### src/rtl/pic_pkg.sv
package pic_pkg;
  localparam int NLINES = 8;
  localparam int LVLW   = $clog2(NLINES);
  localparam int SELW   = LVLW + 1;             // one extra code for "none"
  localparam logic [SELW-1:0] NONE = SELW'(NLINES);

  typedef enum logic [1:0] {
    CFG_RUN, CFG_BASE, CFG_CASC, CFG_MODE
  } cfg_state_e;

  // Lowest set index, or NONE when the vector is empty
  function automatic logic [SELW-1:0] first_set(input logic [NLINES-1:0] v);
    logic [SELW-1:0] r;
    r = NONE;
    for (int i = NLINES - 1; i >= 0; i--)
      if (v[i]) r = SELW'(i);
    return r;
  endfunction

  function automatic logic [NLINES-1:0] lvl_bit(input logic [LVLW-1:0] lvl);
    return NLINES'(1) << lvl;
  endfunction

  function automatic logic [7:0] make_vector(input logic [7:0] base,
                                             input logic [LVLW-1:0] lvl);
    return {base[7:LVLW], lvl};
  endfunction
endpackage

### src/rtl/pic_cfg_regs.sv
module pic_cfg_regs
  import pic_pkg::*;
(
  input  logic              clk,
  input  logic              rst_n,
  input  logic              addr_i,
  input  logic              wr_i,
  input  logic [7:0]        wdata_i,
  output logic [NLINES-1:0] mask_q,
  output logic [7:0]        base_q,
  output logic [7:0]        casc_q,
  output logic              aeoi_q,
  output logic              rd_isr_q,
  output logic              init_start,
  output logic              eoi_ns,
  output logic              eoi_sp,
  output logic [LVLW-1:0]   eoi_lvl
);
  cfg_state_e state_q;
  logic       want_mode_q;
  logic       cmd_wr, dat_wr, ocw3_wr;

  assign cmd_wr     = wr_i && !addr_i;
  assign dat_wr     = wr_i && addr_i;
  assign init_start = cmd_wr && wdata_i[4];
  assign ocw3_wr    = cmd_wr && !wdata_i[4] && wdata_i[3];
  assign eoi_ns     = cmd_wr && !wdata_i[4] && !wdata_i[3] && (wdata_i[7:5] == 3'b001);
  assign eoi_sp     = cmd_wr && !wdata_i[4] && !wdata_i[3] && (wdata_i[7:5] == 3'b011);
  assign eoi_lvl    = wdata_i[LVLW-1:0];

  always_ff @(posedge clk) begin
    if (!rst_n) begin
      state_q     <= CFG_RUN;
      want_mode_q <= 1'b0;
      mask_q      <= '1;
      base_q      <= '0;
      casc_q      <= '0;
      aeoi_q      <= 1'b0;
      rd_isr_q    <= 1'b0;
    end else if (init_start) begin
      state_q     <= CFG_BASE;
      want_mode_q <= wdata_i[0];
      mask_q      <= '0;
      aeoi_q      <= 1'b0;
      rd_isr_q    <= 1'b0;
    end else begin
      if (ocw3_wr && wdata_i[1]) rd_isr_q <= wdata_i[0];
      if (dat_wr) begin
        unique case (state_q)
          CFG_BASE: begin
            base_q  <= wdata_i;
            state_q <= CFG_CASC;
          end
          CFG_CASC: begin
            casc_q  <= wdata_i;
            state_q <= want_mode_q ? CFG_MODE : CFG_RUN;
          end
          CFG_MODE: begin
            aeoi_q  <= wdata_i[1];
            state_q <= CFG_RUN;
          end
          default: mask_q <= wdata_i;
        endcase
      end
    end
  end
endmodule

### src/rtl/pic_req_latch.sv
module pic_req_latch
  import pic_pkg::*;
(
  input  logic              clk,
  input  logic              rst_n,
  input  logic [NLINES-1:0] irq_i,
  input  logic              clr_all,
  input  logic [NLINES-1:0] ack_clr,
  output logic [NLINES-1:0] irr_q,
  output logic [NLINES-1:0] line_q
);
  logic [NLINES-1:0] rise;
  assign rise = irq_i & ~line_q;

  always_ff @(posedge clk) begin
    if (!rst_n) begin
      irr_q  <= '0;
      line_q <= '0;
    end else begin
      line_q <= irq_i;
      if (clr_all) irr_q <= '0;
      else         irr_q <= (irr_q | rise) & irq_i & ~ack_clr;
    end
  end
endmodule

### src/rtl/pic_resolver.sv
module pic_resolver
  import pic_pkg::*;
(
  input  logic [NLINES-1:0] irr,
  input  logic [NLINES-1:0] mask,
  input  logic [NLINES-1:0] isr,
  output logic [SELW-1:0]   win_lvl,
  output logic [SELW-1:0]   isr_top,
  output logic              req
);
  assign win_lvl = first_set(irr & ~mask);
  assign isr_top = first_set(isr);
  assign req     = (win_lvl != NONE) && (win_lvl < isr_top);
endmodule

### src/rtl/pic_core.sv
module pic_core
  import pic_pkg::*;
(
  input  logic        clk,
  input  logic        rst_n,
  input  logic        addr_i,
  input  logic        wr_i,
  input  logic [7:0]  wdata_i,
  output logic [7:0]  rdata_o,
  input  logic [7:0]  irq_i,
  output logic        int_o,
  input  logic        ack_i,
  output logic [7:0]  vec_o,
  output logic        vec_vld_o,
  output logic [7:0]  cascade_o
);
  logic [NLINES-1:0] mask_q, irr_q, line_q, isr_q;
  logic [NLINES-1:0] ack_clr, isr_set, isr_clr;
  logic [7:0]        base_q;
  logic              aeoi_q, rd_isr_q;
  logic              init_start, eoi_ns, eoi_sp;
  logic [LVLW-1:0]   eoi_lvl;
  logic [SELW-1:0]   win_lvl, isr_top;
  logic              req;
  logic              ack_hit, ack_spur;
  logic [LVLW-1:0]   ack_lvl;

  pic_cfg_regs u_cfg (
    .clk, .rst_n, .addr_i, .wr_i, .wdata_i,
    .mask_q, .base_q, .casc_q(cascade_o), .aeoi_q, .rd_isr_q,
    .init_start, .eoi_ns, .eoi_sp, .eoi_lvl
  );

  pic_req_latch u_req (
    .clk, .rst_n, .irq_i, .clr_all(init_start), .ack_clr, .irr_q, .line_q
  );

  pic_resolver u_res (
    .irr(irr_q), .mask(mask_q), .isr(isr_q), .win_lvl, .isr_top, .req
  );

  // Named acknowledge events
  assign ack_hit  = ack_i && req;
  assign ack_spur = ack_i && !req;
  assign ack_lvl  = ack_hit ? win_lvl[LVLW-1:0] : LVLW'(NLINES - 1);
  assign ack_clr  = ack_hit ? lvl_bit(ack_lvl) : '0;
  assign isr_set  = (ack_hit && !aeoi_q) ? lvl_bit(ack_lvl) : '0;

  always_comb begin
    isr_clr = '0;
    if (eoi_sp)                          isr_clr = lvl_bit(eoi_lvl);
    else if (eoi_ns && isr_top != NONE)  isr_clr = lvl_bit(isr_top[LVLW-1:0]);
  end

  always_ff @(posedge clk) begin
    if (!rst_n) begin
      isr_q     <= '0;
      vec_o     <= '0;
      vec_vld_o <= 1'b0;
    end else begin
      if (init_start) isr_q <= '0;
      else            isr_q <= (isr_q & ~isr_clr) | isr_set;
      vec_vld_o <= ack_i;
      if (ack_i) vec_o <= make_vector(base_q, ack_lvl);
    end
  end

  assign int_o   = req;
  assign rdata_o = addr_i ? mask_q : (rd_isr_q ? isr_q : irr_q);
endmodule

### config.mk
export PLATFORM = sky130hd
export DESIGN_NAME = pic_core
export DESIGN_NICKNAME = d
export VERILOG_FILES = /design/src/rtl/pic_pkg.sv /design/src/rtl/pic_cfg_regs.sv /design/src/rtl/pic_req_latch.sv /design/src/rtl/pic_resolver.sv /design/src/rtl/pic_core.sv
export SDC_FILE = /design/constraint.sdc
export NUM_CORES = 1
export LEC_CHECK = 0
export ABC_AREA = 0
export BUFFER_PORTS_ARGS = -buffer_cell sky130_fd_sc_hd__buf_2
export CORE_MARGIN = 5
export CORE_UTILIZATION = 51
export CTS_CLUSTER_DIAMETER = 80
export DETAILED_ROUTE_END_ITERATION = 10
export PLACE_DENSITY = 0.8
export SLEW_MARGIN = 30
export SYNTH_ARGS = -nofsm -noshare
export SYNTH_HDL_FRONTEND = slang
export SYNTH_HIERARCHICAL = 1
export SYNTH_SLANG_ARGS = --single-unit
export TNS_END_PERCENT = 5
### constraint.sdc
create_clock -name clk -period 2.92 [get_ports clk]
set_input_delay 0.438 -clock clk [delete_from_list [all_inputs] [get_ports clk]]
set_output_delay 0.438 -clock clk [all_outputs]
set_load 0.03 [all_outputs]
==> results of run 1 <==
## flip-flops by register name (all words and copies together), names as in the netlist, 2 cells and up
name           count
isr_q              8
u_cfg/casc_q       8
u_cfg/mask_q       8
u_req/irr_q        8
u_req/line_q       8
vec_o              8
u_cfg/base_q       5
u_cfg/state_q      2
## per-stage QoR
step                hold WS (ps)  total power (W)  area [µm²]  utilization [%]
finish                       326          0.00193        3700             62.8
global route                 326          0.00200        3700             62.8
CTS                          311          0.00192        3620             61.5
detailed placement           480          0.00118        3390             57.7
global placement             470          0.00118        3390             57.7
floorplan                    449          0.00110        3110                -
## placed cells by master (no fill, tap or decap), types with 2 or more instances in the layout
master / count
or3_4: 3
nand3b_1: 2
nor4b_4: 8
nor3_1: 5
nor2b_1: 15
buf_2: 45
clkinv_4: 2
ha_1: 6
nor2_1: 31
clkbuf_8: 9
o21ai_1: 3
nand2_1: 21
nand3_2: 3
nand3_1: 4
dfxtp_2: 6
inv_2: 2
nand4_1: 2
o311ai_0: 5
nand4b_1: 2
nor3b_1: 3
nor4_1: 3
a21oi_1: 6
and2_2: 8
o22ai_1: 3
nand2b_4: 5
o211ai_1: 2
inv_1: 13
mux2i_1: 28
nor2_4: 2
o221a_2: 2
o21ai_0: 10
nor2b_4: 3
nand2b_1: 8
a221o_1: 8
buf_4: 14
clkinvlp_4: 2
o2111ai_1: 3
dfxtp_1: 53
and3_1: 2
## per-layer routing
metal	up-vias	part of all wire (%)	track usage, %
li1	1247	-	-
met1	1217	40	26.3
met2	132	48	35.5
met3	25	8.5	6.21
met4	0	3.1	8.93
met5	-	0	0
## what timing repair did
item / in CTS / in global routing
setup endpoints to repair: 1 / 17
setup buffers: 3 / 4
pin swaps: 4 / 7
endpoints found under the hold margin: 0 / 0
resized for setup: 5 / 12
## how the worst max path moves through the flow
stage                                  from             endpoint  cells past startpoint
6_report          u_req/irr_q[6]$_SDFF_PP0_                int_o                     10
5_1_grt           u_req/irr_q[6]$_SDFF_PP0_                int_o                     10
4_1_cts           u_req/irr_q[0]$_SDFF_PP0_                int_o                     10
3_5_place_dp   u_cfg/mask_q[0]$_SDFFE_PN1P_  isr_q[0]$_SDFF_PP0_                     11
3_3_place_gp   u_cfg/mask_q[0]$_SDFFE_PN1P_  isr_q[0]$_SDFF_PP0_                     11
2_1_floorplan     u_req/irr_q[0]$_SDFF_PP0_  isr_q[0]$_SDFF_PP0_                     11
## where the power goes
part	internal [W]	switching, W
Clock	0.000390	0.000332
Sequential	0.000839	0.0000277
Combinational	0.000141	0.000196
Total	0.00137	0.000556
## cell type report
type,instances,area [µm²]
Fill cell,512,2190
Multi-Input combinational cell,225,1830
Sequential cell,59,1190
Timing Repair Buffer,60,342
Clock buffer,9,124
Tap cell,75,93.8
Clock inverter,6,67.6
Inverter,15,56.3
==> results by group, run 1 <==
Floorplan
  – Die Area: approximately 0.0077 mm²
  – I/O pin count: 47
  – Starting density of the core: between 50% and 60%
  – Die height: 87.6 µm
  – Area of the core: approximately 0.0059 mm²
  – Row cnt: 28
  – Overall die width: slightly below 90 µm

Timing
  – Final setup margin: -44.5 ps
  – Final Hold Violating Endpoints: 0
  – Worst slew pin tran: just under 1000 ps
  – Fmax: approximately 340 MHz
  – Slew Limit Fails: 0
  – Unrepaired setup endpoints after global routing: yes
  – Clock skew: ~10 ps
  – Final period utilization: 102%
  – Slew headroom: 35.5%
  – Post-layout min period: a little under 3000 ps
  – Final Setup Violations: 2
  – Fin Setup TNS: -47.4 ps

Worst hold path
  – Hold Path Class: primary input to flip-flop
  – Hold endpoint: u_req/line_q[7]$_SDFF_PN0_
  – WHS Path Cells: 2
  – Hold_sp: irq_i[7]

Logic synthesis
  – Mapped Cells: ~310
  – Avg Inst Size Synth: 9.84 µm²
  – Synthesized cell area: ~0.0031 mm²
  – Synthesis warning total: 6
  – Syn_nets: between 300 and 400

CTS
  – Hold_buf cts: 0
  – CTS buffer count: 9
  – Skew-Pair Late Insertion Delay: ~340 ps
  – CTS tree: yes
  – Clk pin slew, worst setup/hold paths: around 70 ps
  – Root buffer selected by CTS: clkbuf_8
  – CTS sink cnt: 59
  – CTS H-tree lvls: 3
  – Clk buf depth: 2

Setup path
  – FF-to-FF path depth: 12
  – CP max FO: 3
  – Arr. time, crit path: 2530 ps
  – Worst R2R Start: u_req/irr_q[6]$_SDFF_PP0_
  – CP max stage cell: ha_1
  – Worst R2R End: isr_q[0]$_SDFF_PP0_
  – Crit-path max cell delay: 330 ps
  – CP Buf/Inv Count: 2
  – Crit. End Element: output port
  – CP Launch Type: flip-flop
  – Kind of critical path: flip-flop to output port
  – Reg2Reg Setup Slack: 0 ps
  – Crit path required time: 2480 ps
  – Crit-path cells: nor2b_4, nand2b_4, a311oi_2, nor2_1, ha_1, o211ai_1, a21oi_2, a2111oi_4, buf_4, buf_6
  – CP top delay family: compound AO/OA/AOI/OAI gates

Detailed routing
  – Vias: about 2600
  – Antenna-violating nets left: 0
  – Vias/cell: 5.84
  – Starting DRT DRC Count: around 240
  – DR WL/cell: 17.8 µm
  – Drt drc: 0
  – Final WL: roughly 8000 µm
  – Pre-antenna DRT Iters: 4

Placement
  – DPL Wire Length: ~5600 µm
  – Port Buf Inserts: 46
  – Post-place setup slack: ~110 ps
  – Final RePlAce weighted congestion: just over 0.9
  – Dpl cells: around 430

Global route
  – Global-route wire length before repair: approximately 13000 µm
  – Initial antenna violation count: 0
  – Gr usage total: ~22%
  – Total grt overflow: 0
  – Largest net degree at the start of global routing: 26
  – Vias in the first global route: about 2500

Status
  – Failing checks: setup timing
  – Status: complete, but fails checks

Power and ir drop
  – Worst VDD drop: 390 µV
  – Power Density: about 520 mW/mm²
  – Leak pwr: ~1.6 nW

Final layout
  – Finished Layout Cells: about 450
  – Area grow syn2layout: 20.5%
  – Diodes inserted: 0
  – Final nets: just under 400
  – Layout cell share with drive strength beyond 1: 34.2%

Flow run
  – MaxCap Viol Count: 0
Power figures use the tool's default switching activity.
==> run 2, diff against run 1 <==
--- a/config.mk
+++ b/config.mk
@@ -8,10 +8,10 @@
 export ABC_AREA = 0
 export BUFFER_PORTS_ARGS = -buffer_cell sky130_fd_sc_hd__buf_2
 export CORE_MARGIN = 5
-export CORE_UTILIZATION = 51
+export CORE_UTILIZATION = 55
 export CTS_CLUSTER_DIAMETER = 80
 export DETAILED_ROUTE_END_ITERATION = 10
-export PLACE_DENSITY = 0.8
+export PLACE_DENSITY = 0.82
 export SLEW_MARGIN = 30
 export SYNTH_ARGS = -nofsm -noshare
 export SYNTH_HDL_FRONTEND = slang
==> constraint.sdc (replaced) <==
create_clock -name clk -period 3.79 [get_ports clk]
set_input_delay 0.5685 -clock clk [delete_from_list [all_inputs] [get_ports clk]]
set_output_delay 0.5685 -clock clk [all_outputs]
set_load 0.03 [all_outputs]
==> results by group, run 2 (same netlist as run 1, synthesis figures left out) <==
Setup path
  – CP max stage cell: a2111oi_2 (was ha_1)
  – FF-to-FF path depth: 11 (was 12)
  – CP max FO: 4 (was 3)
  – Crit-path cells: nor2b_1, nand2b_1, a311oi_1, nor2_1, ha_1, o211ai_1, a21oi_1, a2111oi_2, buf_2 (was nor2b_4, nand2b_4, a311oi_2, nor2_1, ha_1, o211ai_1, a21oi_2, a2111oi_4, buf_4, buf_6)
  – Crit-path max cell delay: 480 ps (was 330 ps)
  – CP Buf/Inv Count: 1 (was 2)
  – Crit path required time: 3220 ps (was 2480 ps)
  – Worst R2R Start: u_req/irr_q[6]$_SDFF_PP0_ (unchanged)
  – Crit. End Element: output port (unchanged)
  – Kind of critical path: flip-flop to output port (unchanged)
  – Crit path launch: u_req/irr_q[6]$_SDFF_PP0_ (unchanged)
  – CP Launch Type: flip-flop (unchanged)
  – Total stage count of the critical path: 9 (was 10)
  – CP top delay family: compound AO/OA/AOI/OAI gates (unchanged)
  – Arr. time, crit path: 2750 ps (was 2530 ps)

Power and ir drop
  – Worst VDD drop: 305 µV (was 390 µV)
  – Power Density: 412 mW/mm² (was 521 mW/mm²)
  – Leak pwr: 1.54 nW (was 1.63 nW)
  – Total Power: 0.00144 W (was 0.00193 W)

Timing
  – Final Setup Violations: 0 (was 2)
  – Clock skew: 12.5 ps (was 10.1 ps)
  – Unrepaired setup endpoints after global routing: no (was yes)
  – Fmax: roughly 300 MHz
  – WHS: 466 ps (was 326 ps)
  – Post-layout min period: ~3300 ps
  – Worst slew pin tran: 1000 ps (was 967 ps)
  – Slew headroom: 33.3% (was 35.5%)
  – Slew Limit Fails: 0 (unchanged)
  – Final Hold Violating Endpoints: 0 (unchanged)
  – Final period utilization: a little under 90%
  – Fin Setup TNS: 0 ps (was -47.4 ps)

Final layout
  – Finished Layout Cells: 433 (was 449)
  – Post-layout util: 63.9% (was 62.8%)
  – Area occupied by registers: 0.00118 mm² (was 0.00119 mm²)
  – Diodes inserted: 0 (unchanged)
  – Area grow syn2layout: 14.0% (was 20.5%)
  – Most frequent cells in the layout: 59 x dfxtp_1, 46 x buf_2, 33 x nor2_1 (was 53 x dfxtp_1, 45 x buf_2, 31 x nor2_1)
  – FILL cells: 479 (was 512)
  – Most common cell after layout, fill and taps aside: dfxtp_1 (unchanged)
  – Final nets: 385 (was 398)
  – Multi-input gate area: 0.00174 mm² (was 0.00183 mm²)
  – Layout cell share with drive strength beyond 1: 26.9% (was 34.2%)

Global route
  – Vias in the first global route: 2529 (was 2532)
  – Initial antenna violation count: 0 (unchanged)
  – Global-route wire length before repair: 12400 µm (was 12500 µm)
  – Largest net degree at the start of global routing: 26 (unchanged)
  – Gr usage total: 21.7% (was 21.5%)
  – Total grt overflow: 0 (unchanged)

Detailed routing
  – Drt drc: 0 (unchanged)
  – Vias: 2523 (was 2621)
  – Antenna-violating nets left: 0 (unchanged)
  – Final WL: 7520 µm (was 7970 µm)
  – Pre-antenna DRT Iters: 4 (unchanged)
  – Starting DRT DRC Count: 177 (was 235)
  – Vias/cell: 5.83 (was 5.84)
  – DR WL/cell: 17.4 µm (was 17.8 µm)

Worst hold path
  – WHS Path Cells: 2 (unchanged)
  – Hold Path Class: primary input to flip-flop (unchanged)
  – Hold_sp: irq_i[5] (was irq_i[7])

CTS
  – Post-CTS Resized: 0 (was 5)
  – Root buffer selected by CTS: clkbuf_8 (unchanged)
  – Post CTS Setup Buffer Count: 0 (was 3)
  – CTS tree: yes (unchanged)
  – CTS buffer count: 9 (unchanged)
  – CTS sink cnt: 59 (unchanged)
  – Clk pin slew, worst setup/hold paths: 70 ps (about the same)
  – Skew-Pair Late Insertion Delay: 340 ps (about the same)
  – Clk buf depth: 2 (unchanged)
  – CTS H-tree lvls: 3 (unchanged)
  – Hold_buf cts: 0 (unchanged)

Floorplan
  – I/O pin count: 47 (unchanged)
  – Overall die width: 84.7 µm (was 87.6 µm)
  – Die height: 84.7 µm (was 87.6 µm)
  – Die Area: 0.00717 mm² (was 0.00767 mm²)
  – Area of the core: 0.00547 mm² (was 0.00589 mm²)
  – Starting density of the core: 56.1% (was 52.1%)
  – Row cnt: 27 (was 28)

Status
  – Status: completed (was complete, but fails checks)

Placement
  – Dpl cells: 418 (was 427)
  – Port Buf Inserts: 46 (unchanged)
  – DPL Wire Length: 5380 µm (was 5630 µm)
  – Final RePlAce weighted congestion: 0.946 (was 0.919)

Flow run
  – MaxCap Viol Count: 0 (unchanged)
## run 2: stage by stage
| stage | instance area [µm²] | worst slack, ps |
|---|---|---|
| finish | 3500 | 467 |
| global route | 3500 | 329 |
| CTS | 3500 | 489 |
| detailed placement | 3310 | 667 |
| global placement | 3310 | 832 |
| floorplan | 3070 | 178 |
## run 2: final timing paths
kind	slack, ps	to
max	470	int_o
min	470	u_req/line_q[5]$_SDFF_PN0_
max reg2reg	610	isr_q[0]$_SDFF_PP0_
min reg2reg	490	u_cfg/want_mode_q$_SDFFE_PN0P_
## run 2: area by class of cell
| class | count | area share [%] |
|---|---|---|
| multi-input cells | 225 | 49.8 |
| flip-flops and latches | 59 | 33.8 |
| repair buffers | 47 | 6.79 |
| clock buffers | 11 | 4.04 |
| well taps | 72 | 2.57 |
| inverters | 15 | 1.61 |
| clock inverters | 4 | 1.47 |
## run 2: power breakdown
group          switching, W  internal, W  total [W]
combinational      0.000132    0.0000832   0.000216
clock              0.000244     0.000318   0.000562
sequential        0.0000208     0.000645   0.000666
total              0.000397      0.00105    0.00144
## run 2: layer usage
| layer | up-vias | track usage, % | wire, µm |
|---|---|---|---|
| li1 | 1214 | - | - |
| met1 | 1198 | 27.2 | 3310 |
| met2 | 95 | 34.1 | 3480 |
| met3 | 16 | 6.67 | 548 |
| met4 | 0 | 9.78 | 188 |
| met5 | - | 0 | 0 |
==> run 3, diff against run 2 <==
==> constraint.sdc (replaced) <==
create_clock -name clk -period 3.79 [get_ports clk]
set_input_delay 0.1895 -clock clk [delete_from_list [all_inputs] [get_ports clk]]
set_output_delay 0.1895 -clock clk [all_outputs]
set_load 0.03 [all_outputs]
==> results by group, run 3 (same netlist as run 1, synthesis figures left out) <==
Detailed routing
  – Vias/cell: 5.88 (was 5.83)
  – Vias: 2546 (was 2523)
  – Final WL: 7450 µm (was 7520 µm)
  – Antenna-violating nets left: 0 (unchanged)
  – Drt drc: 0 (unchanged)
  – DR WL/cell: 17.2 µm (was 17.4 µm)
  – Starting DRT DRC Count: 208 (was 177)
  – Pre-antenna DRT Iters: 5 (was 4)

Power and ir drop
  – Power Density: 393 mW/mm² (was 412 mW/mm²)
  – Leak pwr: 1.53 nW (was 1.54 nW)
  – Worst VDD drop: 217 µV (was 305 µV)
  – Total Power: 0.00136 W (was 0.00144 W)

CTS
  – Clk pin slew, worst setup/hold paths: 60 ps (was 70 ps)
  – CTS tree: yes (unchanged)
  – Post CTS Setup Buffer Count: 0 (unchanged)
  – Hold_buf cts: 0 (unchanged)
  – CTS H-tree lvls: 3 (unchanged)
  – Clk buf depth: 2 (unchanged)
  – Root buffer selected by CTS: clkbuf_8 (unchanged)
  – Post-CTS Resized: 0 (unchanged)
  – CTS sink cnt: 59 (unchanged)
  – CTS buffer count: 9 (unchanged)
  – Skew-Pair Late Insertion Delay: 330 ps (was 340 ps)

Final layout
  – Final nets: 385 (unchanged)
  – Finished Layout Cells: 433 (unchanged)
  – Area occupied by registers: 0.00118 mm² (unchanged)
  – Area grow syn2layout: 13.0% (was 14.0%)
  – Layout Cell Area excl Fill: 0.00347 mm² (was 0.00350 mm²)
  – Most common cell after layout, fill and taps aside: dfxtp_1 (unchanged)
  – Multi-input gate area: 0.00174 mm² (unchanged)
  – Diodes inserted: 0 (unchanged)
  – Layout cell share with drive strength beyond 1: 26.6% (was 26.9%)
  – Most frequent cells in the layout: 59 x dfxtp_1, 46 x buf_2, 33 x nor2_1 (unchanged)
  – FILL cells: 445 (was 479)

Timing
  – Unrepaired setup endpoints after global routing: no (unchanged)
  – Fin Setup TNS: 0 ps (unchanged)
  – Worst slew pin tran: 972 ps (was 1000 ps)
  – Post-layout min period: 3210 ps (was 3320 ps)
  – WHS: 88.8 ps (was 466 ps)
  – Final Setup Violations: 0 (unchanged)
  – Clock skew: 2.82 ps (was 12.5 ps)
  – Fmax: 312 MHz (was 301 MHz)
  – Slew headroom: 35.2% (was 33.3%)
  – Slew Limit Fails: 0 (unchanged)
  – Final Hold Violating Endpoints: 0 (unchanged)
  – Final period utilization: 84.7% (was 87.7%)

Flow run
  – MaxCap Viol Count: 0 (unchanged)

Floorplan
  – Die height: 84.7 µm (unchanged)
  – Overall die width: 84.7 µm (unchanged)
  – Row cnt: 27 (unchanged)
  – Starting density of the core: 56.1% (unchanged)
  – Die Area: 0.00717 mm² (unchanged)
  – Area of the core: 0.00547 mm² (unchanged)
  – I/O pin count: 47 (unchanged)

Global route
  – Vias in the first global route: 2475 (was 2529)
  – Global-route wire length before repair: 12300 µm (was 12400 µm)
  – Gr usage total: 21.5% (was 21.7%)
  – Total grt overflow: 0 (unchanged)
  – Initial antenna violation count: 0 (unchanged)
  – Largest net degree at the start of global routing: 26 (unchanged)

Placement
  – Final RePlAce weighted congestion: 0.946 (about the same)
  – Dpl cells: 418 (unchanged)
  – DPL Wire Length: 5390 µm (was 5380 µm)
  – Port Buf Inserts: 46 (unchanged)
  – Placed inst area: 0.00331 mm² (unchanged)

Setup path
  – Kind of critical path: flip-flop to flip-flop (was flip-flop to output port)
  – CP Launch Type: flip-flop (unchanged)
  – FF-to-FF path depth: 11 (unchanged)
  – Crit path required time: 4040 ps (was 3220 ps)
  – Arr. time, crit path: 3460 ps (was 2750 ps)
  – CP max FO: 6 (was 4)
  – Crit. End Element: flip-flop (was output port)

Worst hold path
  – WHS Path Cells: 2 (unchanged)
  – Hold Path Class: primary input to flip-flop (unchanged)

Status
  – Status: completed (unchanged)
==> run 3: area by class of cell <==
cell class,count,share of cell area [%]
Multi-Input combinational cell,225,50.2
Sequential cell,59,34.1
Timing Repair Buffer,47,6.86
Clock buffer,12,4.19
Tap cell,72,2.60
Inverter,15,1.62
Clock inverter,3,0.433
==> run 3: worst paths after layout <==
path                                        from                        endpoint  slack [ps]
hold reg to reg   u_cfg/want_mode_q$_SDFFE_PN0P_  u_cfg/want_mode_q$_SDFFE_PN0P_         490
hold / removal                          irq_i[6]      u_req/line_q[6]$_SDFF_PN0_          90
setup reg to reg    u_cfg/mask_q[0]$_SDFFE_PN1P_             isr_q[0]$_SDFF_PP0_         580
setup / recovery    u_cfg/mask_q[0]$_SDFFE_PN1P_             isr_q[0]$_SDFF_PP0_         580
==> run 3: power by group <==
part / leakage, nW / internal, W / switching [W]
clock: 0.0860 / 0.000248 / 0.000234
combinational: 0.965 / 0.0000831 / 0.000133
sequential: 0.483 / 0.000646 / 0.0000208
==> run 3: worst max-delay path, cell delays in order (launching register included) <==
cell,delay [ps]
dfxtp_1,410
nor2b_4,70
nand2b_4,140
or3_4,340
nor3_4,230
ha_1,290
o211ai_1,110
a21oi_1,80
a2111oi_2,460
nand3b_1,310
or3_4,470
o32ai_2,210
==> run 3: metrics by stage <==
step / setup WS (ps) / utilization (%)
detailed placement: 627 / 60.4
floorplan: 178 / -
global route: 391 / 63.4
CTS: 614 / 63.4
global placement: 832 / 60.4
finish: 582 / 63.4
==> run 3: per-layer routing <==
layer | GRT usage (%) | share of wire (%)
met3 | 5.50 | 6.2
met4 | 8.35 | 1.7
met1 | 27.5 | 44
met5 | 0 | 0
met2 | 34.9 | 48
